===== src/rtl/bus_unjam_pkg.sv =====
package bus_unjam_pkg;

  typedef enum logic [2:0] {
    ST_IDLE     = 3'd0,
    ST_LEAD_LOW = 3'd1,
    ST_PULSE_HI = 3'd2,
    ST_PULSE_LO = 3'd3,
    ST_TAIL_HI  = 3'd4,
    ST_FINISH   = 3'd5
  } unjam_state_e;

  // Recovery is required when the bus looks busy or SDA is held low.
  function automatic logic needs_recovery(input logic busy, input logic sda);
    return busy | ~sda;
  endfunction

  // Cycles spent with the override active for a run of 'pulses' pulses.
  function automatic int unsigned sequence_cycles(input int unsigned dly,
                                                  input int unsigned pulses);
    return dly * (2 * pulses + 2);
  endfunction

  // Width of a counter that must hold values 0..max_val.
  function automatic int unsigned count_width(input int unsigned max_val);
    return (max_val < 2) ? 1 : $clog2(max_val + 1);
  endfunction

endpackage


===== src/rtl/unjam_delay_timer.sv =====
module unjam_delay_timer #(
  parameter int unsigned DELAY_CYCLES = 50000
) (
  input  logic clk,
  input  logic rst_n,
  input  logic load,
  output logic expire
);
  import bus_unjam_pkg::*;

  localparam int unsigned CW = count_width(DELAY_CYCLES - 1);
  localparam logic [CW-1:0] RELOAD = CW'(DELAY_CYCLES - 1);

  logic [CW-1:0] remain_q;

  // Loaded on entry to a timed phase; the phase lasts until it reads zero.
  always_ff @(posedge clk or negedge rst_n) begin
    if (!rst_n)               remain_q <= '0;
    else if (load)            remain_q <= RELOAD;
    else if (remain_q != '0)  remain_q <= remain_q - 1'b1;
  end

  assign expire = (remain_q == '0);

endmodule


===== src/rtl/unjam_pulse_tally.sv =====
module unjam_pulse_tally #(
  parameter int unsigned MAX_PULSES = 10
) (
  input  logic clk,
  input  logic rst_n,
  input  logic clear,
  input  logic bump,
  output logic final_pulse
);
  import bus_unjam_pkg::*;

  localparam int unsigned PW = count_width(MAX_PULSES);
  localparam logic [PW-1:0] LAST_IDX = PW'(MAX_PULSES - 1);

  logic [PW-1:0] issued_q;

  always_ff @(posedge clk or negedge rst_n) begin
    if (!rst_n)     issued_q <= '0;
    else if (clear) issued_q <= '0;
    else if (bump)  issued_q <= issued_q + 1'b1;
  end

  // True while the pulse now running is the last one allowed.
  assign final_pulse = (issued_q == LAST_IDX);

endmodule


===== src/rtl/unjam_ctrl.sv =====
module unjam_ctrl (
  input  logic                        clk,
  input  logic                        rst_n,
  input  logic                        kick,
  input  logic                        sda_in,
  input  logic                        bus_busy,
  input  logic                        phase_over,
  input  logic                        final_pulse,
  output logic                        timer_load,
  output logic                        tally_clear,
  output logic                        tally_bump,
  output logic                        freed_q,
  output bus_unjam_pkg::unjam_state_e state_q
);
  import bus_unjam_pkg::*;

  unjam_state_e state_d;
  logic         freed_d;

  always_comb begin
    state_d     = state_q;
    freed_d     = freed_q;
    timer_load  = 1'b0;
    tally_clear = 1'b0;
    tally_bump  = 1'b0;
    unique case (state_q)
      ST_IDLE: begin
        if (kick) begin
          if (needs_recovery(bus_busy, sda_in)) begin
            state_d     = ST_LEAD_LOW;
            timer_load  = 1'b1;
            tally_clear = 1'b1;
          end else begin
            state_d = ST_FINISH;
            freed_d = sda_in;
          end
        end
      end
      ST_LEAD_LOW: begin
        if (phase_over) begin
          timer_load = 1'b1;
          state_d    = sda_in ? ST_TAIL_HI : ST_PULSE_HI;
        end
      end
      ST_PULSE_HI: begin
        if (phase_over) begin
          timer_load = 1'b1;
          state_d    = ST_PULSE_LO;
        end
      end
      ST_PULSE_LO: begin
        if (phase_over) begin
          timer_load = 1'b1;
          tally_bump = 1'b1;
          state_d    = (sda_in || final_pulse) ? ST_TAIL_HI : ST_PULSE_HI;
        end
      end
      ST_TAIL_HI: begin
        if (phase_over) begin
          freed_d = sda_in;
          state_d = ST_FINISH;
        end
      end
      ST_FINISH: state_d = ST_IDLE;
      default:   state_d = ST_IDLE;
    endcase
  end

  always_ff @(posedge clk or negedge rst_n) begin
    if (!rst_n) begin
      state_q <= ST_IDLE;
      freed_q <= 1'b0;
    end else begin
      state_q <= state_d;
      freed_q <= freed_d;
    end
  end

endmodule


===== src/rtl/bus_unjam_seq.sv =====
module bus_unjam_seq #(
  parameter int unsigned DELAY_CYCLES = 50000,
  parameter int unsigned MAX_PULSES   = 10
) (
  input  logic clk,
  input  logic rst_n,
  input  logic kick,
  input  logic sda_in,
  input  logic bus_busy,
  output logic scl_drive,
  output logic pin_override,
  output logic done,
  output logic sda_freed
);
  import bus_unjam_pkg::*;

  unjam_state_e state;
  logic         phase_over;
  logic         final_pulse;
  logic         timer_load;
  logic         tally_clear;
  logic         tally_bump;

  unjam_ctrl u_ctrl (
    .clk         (clk),
    .rst_n       (rst_n),
    .kick        (kick),
    .sda_in      (sda_in),
    .bus_busy    (bus_busy),
    .phase_over  (phase_over),
    .final_pulse (final_pulse),
    .timer_load  (timer_load),
    .tally_clear (tally_clear),
    .tally_bump  (tally_bump),
    .freed_q     (sda_freed),
    .state_q     (state)
  );

  unjam_delay_timer #(.DELAY_CYCLES(DELAY_CYCLES)) u_timer (
    .clk    (clk),
    .rst_n  (rst_n),
    .load   (timer_load),
    .expire (phase_over)
  );

  unjam_pulse_tally #(.MAX_PULSES(MAX_PULSES)) u_tally (
    .clk         (clk),
    .rst_n       (rst_n),
    .clear       (tally_clear),
    .bump        (tally_bump),
    .final_pulse (final_pulse)
  );

  // Pin-side outputs decode straight from the registered state.
  assign pin_override = (state == ST_LEAD_LOW) || (state == ST_PULSE_HI) ||
                        (state == ST_PULSE_LO) || (state == ST_TAIL_HI);
  assign scl_drive    = !((state == ST_LEAD_LOW) || (state == ST_PULSE_LO));
  assign done         = (state == ST_FINISH);

endmodule


===== config.mk =====
export PLATFORM = sky130hd
export DESIGN_NAME = bus_unjam_seq
export DESIGN_NICKNAME = d
export VERILOG_FILES = /design/src/rtl/bus_unjam_pkg.sv /design/src/rtl/unjam_delay_timer.sv /design/src/rtl/unjam_pulse_tally.sv /design/src/rtl/unjam_ctrl.sv /design/src/rtl/bus_unjam_seq.sv
export SDC_FILE = /design/constraint.sdc
export NUM_CORES = 1
export LEC_CHECK = 0
export BUFFER_PORTS_ARGS = -buffer_cell sky130_fd_sc_hd__buf_2
export CAP_MARGIN = 20
export CORE_MARGIN = 5
export CORE_UTILIZATION = 59
export DETAILED_ROUTE_END_ITERATION = 10
export PLACE_DENSITY = 0.78
export SYNTH_ARGS = -nofsm -noshare
export SYNTH_HDL_FRONTEND = slang
export SYNTH_HIERARCHICAL = 1
export SYNTH_SLANG_ARGS = --single-unit

===== constraint.sdc =====
create_clock -name clk -period 4.2 [get_ports clk]
set_clock_uncertainty 0.2 [all_clocks]
set_input_delay 0.42 -clock clk [delete_from_list [all_inputs] [get_ports clk]]
set_output_delay 0.42 -clock clk [all_outputs]
set_load 0.05 [all_outputs]

## Word level (Yosys, flattened, before mapping)

Index checks and enable logic that the tools add are counted.

- Flip-flop bits (word level): 24
- Input port bits: 5
- Word-level logic and storage cells: 58

- Add/sub/neg operators: 2
- Eq/ne operators: 12
- Multiplexer cells: 23
- Bitwise logic cells: 2
- Reduce and logical (&&, ||, !) cells: 15

Operators by type and width:

| kind | number |
|---|---|
| 16-bit 2-to-1 mux | 2 |
| 3-bit 2-to-1 mux | 8 |
| 16-bit logical NOT | 1 |
| 16-bit nonzero test | 1 |
| 16-bit by 1-bit subtractor with 16-bit output, second input constant | 1 |
| 3-bit case mux with 5 select lines | 1 |
| 2-bit inequality test, second input constant | 6 |
| 1-bit 2-to-1 mux | 8 |
| 4-bit 2-to-1 mux | 2 |
| 3-bit by 2-bit == test with 1-bit output, second input constant | 2 |
| 3-bit == test, second input constant | 2 |
| 2-bit nonzero test | 3 |
| 1-bit logical OR | 5 |
| 5-bit AND reduction | 1 |
| 4-bit by 1-bit adder with 4-bit output, second input constant | 1 |
| 4-bit == test, second input constant | 1 |
| 1-bit case mux with 2 select lines | 2 |
| 4-bit AND reduction | 1 |
| 3-bit by 1-bit == test with 1-bit output, second input constant | 1 |
| 3-bit logical NOT | 1 |
| 3-bit OR reduction | 1 |
| 1-bit logical NOT | 1 |
| 1-bit NOT | 1 |
| 1-bit bitwise OR | 1 |

## Longest topological paths before layout

Gate-level depths: netlist (run 1).

- Depth in word-level cells: 6
- Depth in mapped cells: 10

## Cells and area by module

Netlist (run 1), hierarchy kept.

By module, submodules not included:

| module | times used | cells an instance | area each (um^2) | sequential area each (um^2) |
|---|---|---|---|---|
| unjam_delay_timer | 1 | 94 | 913.4 | 400.4 |
| unjam_ctrl | 1 | 29 | 295.3 | 100.1 |
| unjam_pulse_tally | 1 | 21 | 221.5 | 100.1 |
| bus_unjam_seq | 1 | 4 | 31.3 | 0.0 |

## Worst setup path after synthesis (run 1)

Ideal clock, no wire load.

- Path kind: register to register
- Start: register u_timer.remain_q[0]
- End: register u_timer.remain_q[7]
- Library setup time: 128 ps
- Data arrival time: 2751 ps
- Data required time: 3872 ps
- Path slack: 1121 ps
- Cell stages (with the launch flop): 11
- Path buffers: 2
- Path through: dfrtp_1 -> inv_1 -> ha_1 -> or4b_1 -> buf_2 -> nor4_4 -> o21ai_0 -> a21oi_1 -> clkbuf_1 -> nor2_1 -> mux2_1

- Longest elaborated chain between the ends: 4
- Elaborated cells between the ends (all ways): 8
- Classes of those cells: 1 x add/sub; 4 x mux; 3 x reduce/logical

Ends and longest elaborated chain:

| element | line | source |
|---|---|---|
| start, declared | unjam_delay_timer.sv:14 | `logic [CW-1:0] remain_q;` |
| start signal, assigned | unjam_delay_timer.sv:20 | `else if (remain_q != '0) remain_q <= remain_q - 1'b1;` |
| 16-bit logical NOT (*) | unjam_delay_timer.sv:23 | `assign expire = (remain_q == '0);` |
| named net phase_over | bus_unjam_seq.sv:18 | `logic phase_over;` |
| 1-bit 2-to-1 mux (*) | unjam_ctrl.sv:40, unjam_ctrl.sv:46, unjam_ctrl.sv:52 |  |
| 1-bit case mux with 2 select lines (*) | unjam_ctrl.sv:26 | `unique case (state_q)` |
| named net timer_load | bus_unjam_seq.sv:20 | `logic timer_load;` |
| 16-bit 2-to-1 mux or 2-bit nonzero test (tied branches) | - |  |

The timed path passes the listed nets; every way through them passes the cells marked *. The select of a mux whose other input is x is not followed.
A chain may end at the register's enable or synchronous reset.

## Final worst setup path (run 1)

- Start: register u_timer.remain_q[0]
- End: register u_tally.issued_q[3]

- Longest elaborated chain between the ends: 4

Ends and longest elaborated chain:

| element | line | source |
|---|---|---|
| 16-bit logical NOT | unjam_delay_timer.sv:23 |  |
| named net phase_over | bus_unjam_seq.sv:18 |  |
| 1-bit 2-to-1 mux | unjam_ctrl.sv:52 | `if (phase_over) begin` |
| 1-bit 2-to-1 mux | unjam_ctrl.sv:26 |  |
| named net tally_bump | bus_unjam_seq.sv:22 | `logic tally_bump;` |
| 2-bit nonzero test (no source line) | - |  |
| end signal, assigned | unjam_pulse_tally.sv:20 | `else if (bump) issued_q <= issued_q + 1'b1;` |
| end, declared | unjam_pulse_tally.sv:15 | `logic [PW-1:0] issued_q;` |

The timed path passes the listed nets, and every way through them passes these cells.

==> results of run 1 <==
-- synthesized netlist by cell type (3+ instances only) --
library cell	n	area (um2)
sky130_fd_sc_hd__nand2_1	7	26.28
sky130_fd_sc_hd__ha_1	3	37.54
sky130_fd_sc_hd__inv_1	5	18.77
sky130_fd_sc_hd__nor3_1	3	15.01
sky130_fd_sc_hd__mux2i_1	3	30.03
sky130_fd_sc_hd__o21ai_0	6	30.03
sky130_fd_sc_hd__xnor2_1	3	26.28
sky130_fd_sc_hd__nor2_1	12	45.04
sky130_fd_sc_hd__a21oi_1	8	40.04
sky130_fd_sc_hd__o31ai_1	4	30.03
sky130_fd_sc_hd__or4_1	9	67.56
sky130_fd_sc_hd__or3_1	6	37.54
sky130_fd_sc_hd__nand3_1	5	25.02
sky130_fd_sc_hd__nor2b_1	6	37.54
sky130_fd_sc_hd__dfrtp_1	24	600.6
sky130_fd_sc_hd__nand2b_1	4	25.02
sky130_fd_sc_hd__mux2_1	4	45.04
-- flip-flops by register name, summed over array words and instances, names as in the netlist --
| register | flops |
|---|---|
| u_ctrl/freed_q | 1 |
| u_ctrl/state_q | 3 |
| u_tally/issued_q | 4 |
| u_timer/remain_q | 16 |
-- per-stage QoR --
stage / instances / total power (uW) / area (um2)
4_1_cts: 187 / 821.2 / 1580
6_report: 187 / 815.9 / 1580
2_1_floorplan: 148 / 579.5 / 1461
3_3_place_gp: 182 / 633.9 / 1518
3_5_place_dp: 182 / 650.0 / 1518
5_1_grt: 187 / 873.1 / 1580
-- where the power goes --
part           internal [uW]  switching (uW)
Combinational            115             162
Clock                   96.5            72.8
Sequential               289            81.4
-- layout make-up --
| type | count | area share (%) |
|---|---|---|
| multi-input cells | 114 | 51.46 |
| flip-flops and latches | 24 | 38.00 |
| repair buffers | 10 | 3.642 |
| well taps | 30 | 2.375 |
| clock inverters | 1 | 1.900 |
| clock buffers | 3 | 1.425 |
| inverters | 5 | 1.188 |
-- logic make-up (layout without fill, tap and decap cells) --
kind of cell    Yosys count  after routing  share of synthesized area, %
compound gates           26             26                         11.64
xor+xnor                  3              3                         1.798
mux                      10             10                         7.705
fa+ha+maj                 3              3                         2.569
buf+inv                  10             19                         3.254
flops                    24             24                         41.10
simple gates             72             72                         31.94
-- per-layer routing --
layer  up-vias  global-route usage [%]  wire length [um]
met5         -                       0                 0
met4         0                   6.646                36
met3         4                   3.240                82
met2        21                   30.71              1442
met1       576                   23.51              1313
li1        561                       -                 -
-- worst paths after layout --
path	cells after the start	start	slack [ns]	end
max in group asynchronous	2	rst_n	3.05	u_timer/remain_q[4]
min	2	sda_in	0.16	u_ctrl/freed_q
min in group asynchronous	2	rst_n	0.40	u_tally/issued_q[0]
min reg2reg	1	u_ctrl/freed_q	0.31	u_ctrl/freed_q
max	8	u_timer/remain_q[0]	0.92	u_tally/issued_q[3]
max reg2reg	8	u_timer/remain_q[0]	0.92	u_tally/issued_q[3]
-- worst register-to-register path, stage by stage (launching register included) --
cell	delay, ns
sky130_fd_sc_hd__dfrtp_1	0.43
sky130_fd_sc_hd__inv_1	0.10
sky130_fd_sc_hd__ha_1	0.19
sky130_fd_sc_hd__or4b_1	0.61
sky130_fd_sc_hd__nor4_4	0.58
sky130_fd_sc_hd__nor2b_1	0.31
sky130_fd_sc_hd__and3_1	0.31
sky130_fd_sc_hd__nand4_1	0.15
sky130_fd_sc_hd__mux2_4	0.31
==> reports/summary.txt, run 1 <==
Wire length of the first global-routing pass: 4905 um
Number of buffer and inverter stages on the critical path: 1
Mean instance size in the synthesized netlist: 9.874 um2
Die extent in y: 59.77 um
Req. time, crit path: 4.22 ns
Top cell family by delay on the critical path: simple AND/OR/NAND/NOR gates
Most used cells in the layout excluding fill and tap cells: sky130_fd_sc_hd__dfrtp_1 (24), sky130_fd_sc_hd__nor2_1 (12), sky130_fd_sc_hd__or4_1 (9)
Maximum number of pins on one net before global-route repair: 25
Number of I/O pins: 9
Most common cell after layout, fill and taps aside: sky130_fd_sc_hd__dfrtp_1
Result of the run: complete, no violations
Depth of the CTS H-tree: 1
Sequential Area: 600.6 um2
Root buf cell: sky130_fd_sc_hd__clkbuf_4
DRC violations left: 0
Clk slew on worst S/H paths: 0.14 ns
Maximum vdd ir drop: 0.4238 mV
Clock tree from TritonCTS: yes
Clock sinks: 24
Areal power density over the cells: 516.3 nW/um2
Area of the multi-input gates: 813.3 um2
Net count, final: 166
Worst Path Max Fanout: 10
Fraction of the yosys area taken by sequential cells: 41.10%
CP Data Arrival Time: 3.30 ns
Number of design-rule violations left by the first detailed-router iteration: 41
Number of buffers added on ports: 8
Half-perimeter wire length after detailed placement: 2063 um
Top flip-flop cell by instance count after synthesis: sky130_fd_sc_hd__dfrtp_1
GR Overflow Total: 0
Nature of the critical path startpoint: register
Row count: 18
Maximum root-to-sink buffer count: 2
Initial standard-cell utilization of the core: 60.08%
Type of the worst setup path: register to register
Distinct cells, synth: 48
Post-Route Hold Slack: 0.1618 ns
Post-CTS Hold Buffers: 1
Total core area: 2432 um2
Post-Route Setup TNS: 0 ns
Final count of negative-setup-slack endpoints: 0
Worst-case setup slack after placement: 0.9822 ns
Achievable clock frequency: 304.9 MHz
Die Span X: 59.77 um
Flop and latch count out of synthesis: 24
Net count of the mapped netlist: 156
Max capacitance violation total: 0
Max-slew violation total from the final report: 0
Final standard cell utilization of the core: 64.97%
Resize count post-CTS: 0
CP peak stage delay: 0.61 ns
Post-synth ARST share: 100.0%
Via total after detailed routing: 1162
GRT Util Overall: 18.33%
GPL Wtd Cong: 0.8681
Worst-case headroom to the max-slew limit: 59.48%
Number of antenna diodes: 0
Type of the tightest min-delay check: primary input to register
Die ar.: 3572 um2
Count of mapped cells out of synthesis: 148
Final critical-path setup slack: 0.9201 ns
Library cell contributing the largest single delay on the critical path: sky130_fd_sc_hd__or4b_1
Final wirelength: 2873 um
Clk_lat worst skew: 0.32 ns
Routed vias/inst: 6.214
Endpoint kind of the worst setup timing path: register
Unrepaired setup endpoints after global routing: false
Antenna violations before repair: 0
Final worst-path cycle share: 78.09%
Ratio of cells with drive above 1 in the final layout: 16.56%
Clock period minus final worst setup slack: 3.280 ns
Area growth syn-to-layout: 8.134%
Number of filler cells placed in the layout: 208
Number of flops mapped to enable cells by yosys: 0
Residual antenna-violating net count after detailed routing: 0
Iteration count of the initial detailed-routing pass: 4
DR WL/cell: 15.36 um
Setup bufs post-CTS: 0
Cell area after synthesis: 1461 um2
Via count of the first global-routing pass: 1114
Count of endpoints failing hold in the final timing report: 0
LEAKAGE: 0.0006607 uW
CTS buffer count: 3
Synth warn: 6
Worst Max-Slew Pin Slew: 0.5993 ns
Chain of cells forming the critical path: inv_1, ha_1, or4b_1, nor4_4, nor2b_1, and3_1, nand4_1, mux2_4
Power figures use the tool's default switching activity.
==> inputs of run 2 (changes only) <==
--- a/config.mk
+++ b/config.mk
@@ -8,9 +8,9 @@
 export BUFFER_PORTS_ARGS = -buffer_cell sky130_fd_sc_hd__buf_2
 export CAP_MARGIN = 20
 export CORE_MARGIN = 5
-export CORE_UTILIZATION = 59
+export CORE_UTILIZATION = 53
 export DETAILED_ROUTE_END_ITERATION = 10
-export PLACE_DENSITY = 0.78
+export PLACE_DENSITY = 0.74
 export SYNTH_ARGS = -nofsm -noshare
 export SYNTH_HDL_FRONTEND = slang
 export SYNTH_HIERARCHICAL = 1
==> constraint.sdc (replaced) <==
create_clock -name clk -period 2.66 [get_ports clk]
set_clock_uncertainty 0.2 [all_clocks]
set_input_delay 0.266 -clock clk [delete_from_list [all_inputs] [get_ports clk]]
set_output_delay 0.266 -clock clk [all_outputs]
set_load 0.05 [all_outputs]
==> reports/summary.txt, run 2 (synthesis gave the netlist of run 1 again) <==
Maximum vdd ir drop: 0.5488 mV (+29%)
Achievable clock frequency: 383.6 MHz (+26%)
Half-perimeter wire length after detailed placement: 2149 um (+4.2%)
Max-slew violation total from the final report: 0 (unchanged)
Max capacitance violation total: 0 (unchanged)
Depth of the worst register-to-register path: 8 (unchanged)
Number of buffers added on ports: 8 (unchanged)
Maximum number of pins on one net before global-route repair: 25 (unchanged)
Worst-case headroom to the max-slew limit: 57.11% (-2.4 points)
Clock tree from TritonCTS: yes
Clock sinks: 24 (unchanged)
Most used cells in the layout excluding fill and tap cells: sky130_fd_sc_hd__dfrtp_1 (24), sky130_fd_sc_hd__nor2_1 (12), sky130_fd_sc_hd__buf_4 (12)
Initial standard-cell utilization of the core: 53.92% (-6.2 points)
Most common cell after layout, fill and taps aside: sky130_fd_sc_hd__dfrtp_1
DRC violations left: 0 (unchanged)
Unrepaired setup endpoints after global routing: true
LEAKAGE: 0.0007175 uW (+8.6%)
Worst Path Max Fanout: 7 (-3)
Endpoint kind of the worst setup timing path: register
GRT Util Overall: 16.70% (-1.6 points)
Depth of the CTS H-tree: 1 (unchanged)
Largest register by flop count: u_timer/remain_q
Overall power consumption: 1324 uW (+62%)
Clock period minus final worst setup slack: 2.607 ns (-0.6728 ns)
Area growth syn-to-layout: 17.21%
Areal power density over the cells: 772.9 nW/um2 (+50%)
Number of antenna diodes: 0 (unchanged)
Clk_lat worst skew: 0.32 ns (about the same)
Residual antenna-violating net count after detailed routing: 0 (unchanged)
Req. time, crit path: 2.69 ns (-1.53 ns)
Via count of the first global-routing pass: 1190 (+6.8%)
Die ar.: 3908 um2 (+9.4%)
Ratio of cells with drive above 1 in the final layout: 27.06% (+10 points)
Worst Max-Slew Pin Slew: 0.6344 ns (+0.03510 ns)
CTS buffer count: 3 (unchanged)
GR Overflow Total: 0 (unchanged)
Number of design-rule violations left by the first detailed-router iteration: 44 (+7.3%)
Number of flip-flops in the largest register: 16 (unchanged)
Clk slew on worst S/H paths: 0.14 ns (about the same)
CP Data Arrival Time: 2.63 ns (-0.67 ns)
Net count, final: 179 (+7.8%)
Antenna violations before repair: 0 (unchanged)
Final wirelength: 3004 um (+4.6%)
Routed vias/inst: 5.925 (-4.6%)
Iteration count of the initial detailed-routing pass: 4 (unchanged)
Combinational Power Share: 41.4% (+7.5 points)
Hold Crit Depth: 4 (+2)
Root buf cell: sky130_fd_sc_hd__clkbuf_4
Post-Route Setup TNS: 0 ns (unchanged)
Nature of the critical path startpoint: register
Internal power of the cells: 790.8 uW (+58%)
Reg2reg setup slack: 0.05 ns (-0.87 ns)
Largest regs: u_timer/remain_q (16), u_tally/issued_q (4), u_ctrl/state_q (3)
Final count of negative-setup-slack endpoints: 0 (unchanged)
Die Span X: 62.51 um (+4.6%)
Total net switching power: 533.1 uW (+69%)
Seq pwr share: 43.4% (-2.0 points)
Row count: 19 (+1)
Final worst-path cycle share: 98.01% (+20 points)
Via total after detailed routing: 1191 (+2.5%)
Type of the tightest min-delay check: primary input to register
Wire length of the first global-routing pass: 5292 um (+7.9%)
Type of the worst setup path: register to register
Maximum root-to-sink buffer count: 2 (unchanged)
Proportion of power drawn by the clock network: 15.2% (-5.5 points)
Number of I/O pins: 9 (unchanged)
Result of the run: complete, no violations
GPL Wtd Cong: 0.8210 (-5.4%)
Count of endpoints failing hold in the final timing report: 0 (unchanged)
DR WL/cell: 14.95 um (-2.7%)
Die extent in y: 62.51 um (+4.6%)
Net switching share of the total power: 40.27% (+1.5 points)
Total core area: 2710 um2 (+11%)
## run 2: worst paths after layout
kind | startpoint | endpoint
min reg2reg | u_ctrl/freed_q | u_ctrl/freed_q
max in group asynchronous | rst_n | u_timer/remain_q[7]
max reg2reg | u_timer/remain_q[1] | u_tally/issued_q[3]
min in group asynchronous | rst_n | u_tally/issued_q[3]
min | kick | u_ctrl/state_q[2]
max | u_timer/remain_q[1] | u_tally/issued_q[3]
## run 2: power groups by stage
stage	logic [uW]	registers [uW]	clock network, uW
2_1_floorplan	370	591	0
3_3_place_gp	497	569	0
3_5_place_dp	520	578	0
4_1_cts	524	571	207
5_1_grt	603	589	231
6_report	548	575	201
## run 2: metrics by stage
| step | worst slack [ns] | instances | util, % | cell area, um2 | hold WS [ns] |
|---|---|---|---|---|---|
| after global placement | 0.1568 | 190 | 59.60 | 1615 | 0.07268 |
| after global routing | -0.04039 | 201 | 63.20 | 1713 | 0.1746 |
| after CTS | 0.04111 | 196 | 61.68 | 1672 | 0.1666 |
| final | 0.05287 | 201 | 63.20 | 1713 | 0.1775 |
| after floorplan | -0.006666 | 148 | - | 1521 | -0.2296 |
| after detailed placement | 0.07153 | 190 | 59.60 | 1615 | 0.08227 |
## run 2: final cells by class
| type | instances | area, um2 |
|---|---|---|
| Clock buffer | 4 | 36.28 |
| Fill cell | 234 | 997.2 |
| Inverter | 5 | 18.77 |
| Multi-Input combinational cell | 114 | 857.1 |
| Sequential cell | 24 | 600.6 |
| Tap cell | 31 | 38.79 |
| Timing Repair Buffer | 23 | 161.4 |
## run 2: repair_timing
action	CTS	global route
hold buffers	2	0
endpoints found under the hold margin	25	0
resized for setup	0	1
setup buffers	0	5
setup endpoints to repair	0	5
## run 2: critical path, cell delays in order (launching register included)
cell and delay (ns):
sky130_fd_sc_hd__dfrtp_1 0.44, sky130_fd_sc_hd__inv_2 0.09, sky130_fd_sc_hd__ha_4 0.14, sky130_fd_sc_hd__or4b_4 0.51, sky130_fd_sc_hd__nor4_4 0.26, sky130_fd_sc_hd__nor2b_4 0.23
sky130_fd_sc_hd__and3_4 0.23, sky130_fd_sc_hd__nand4_1 0.11, sky130_fd_sc_hd__mux2_4 0.31
## run 2: layer usage
metal	global-route usage, %	routed length, um
met2	26.68	1421
met3	4.317	115
met5	0	0
met4	7.958	19
met1	20.86	1448
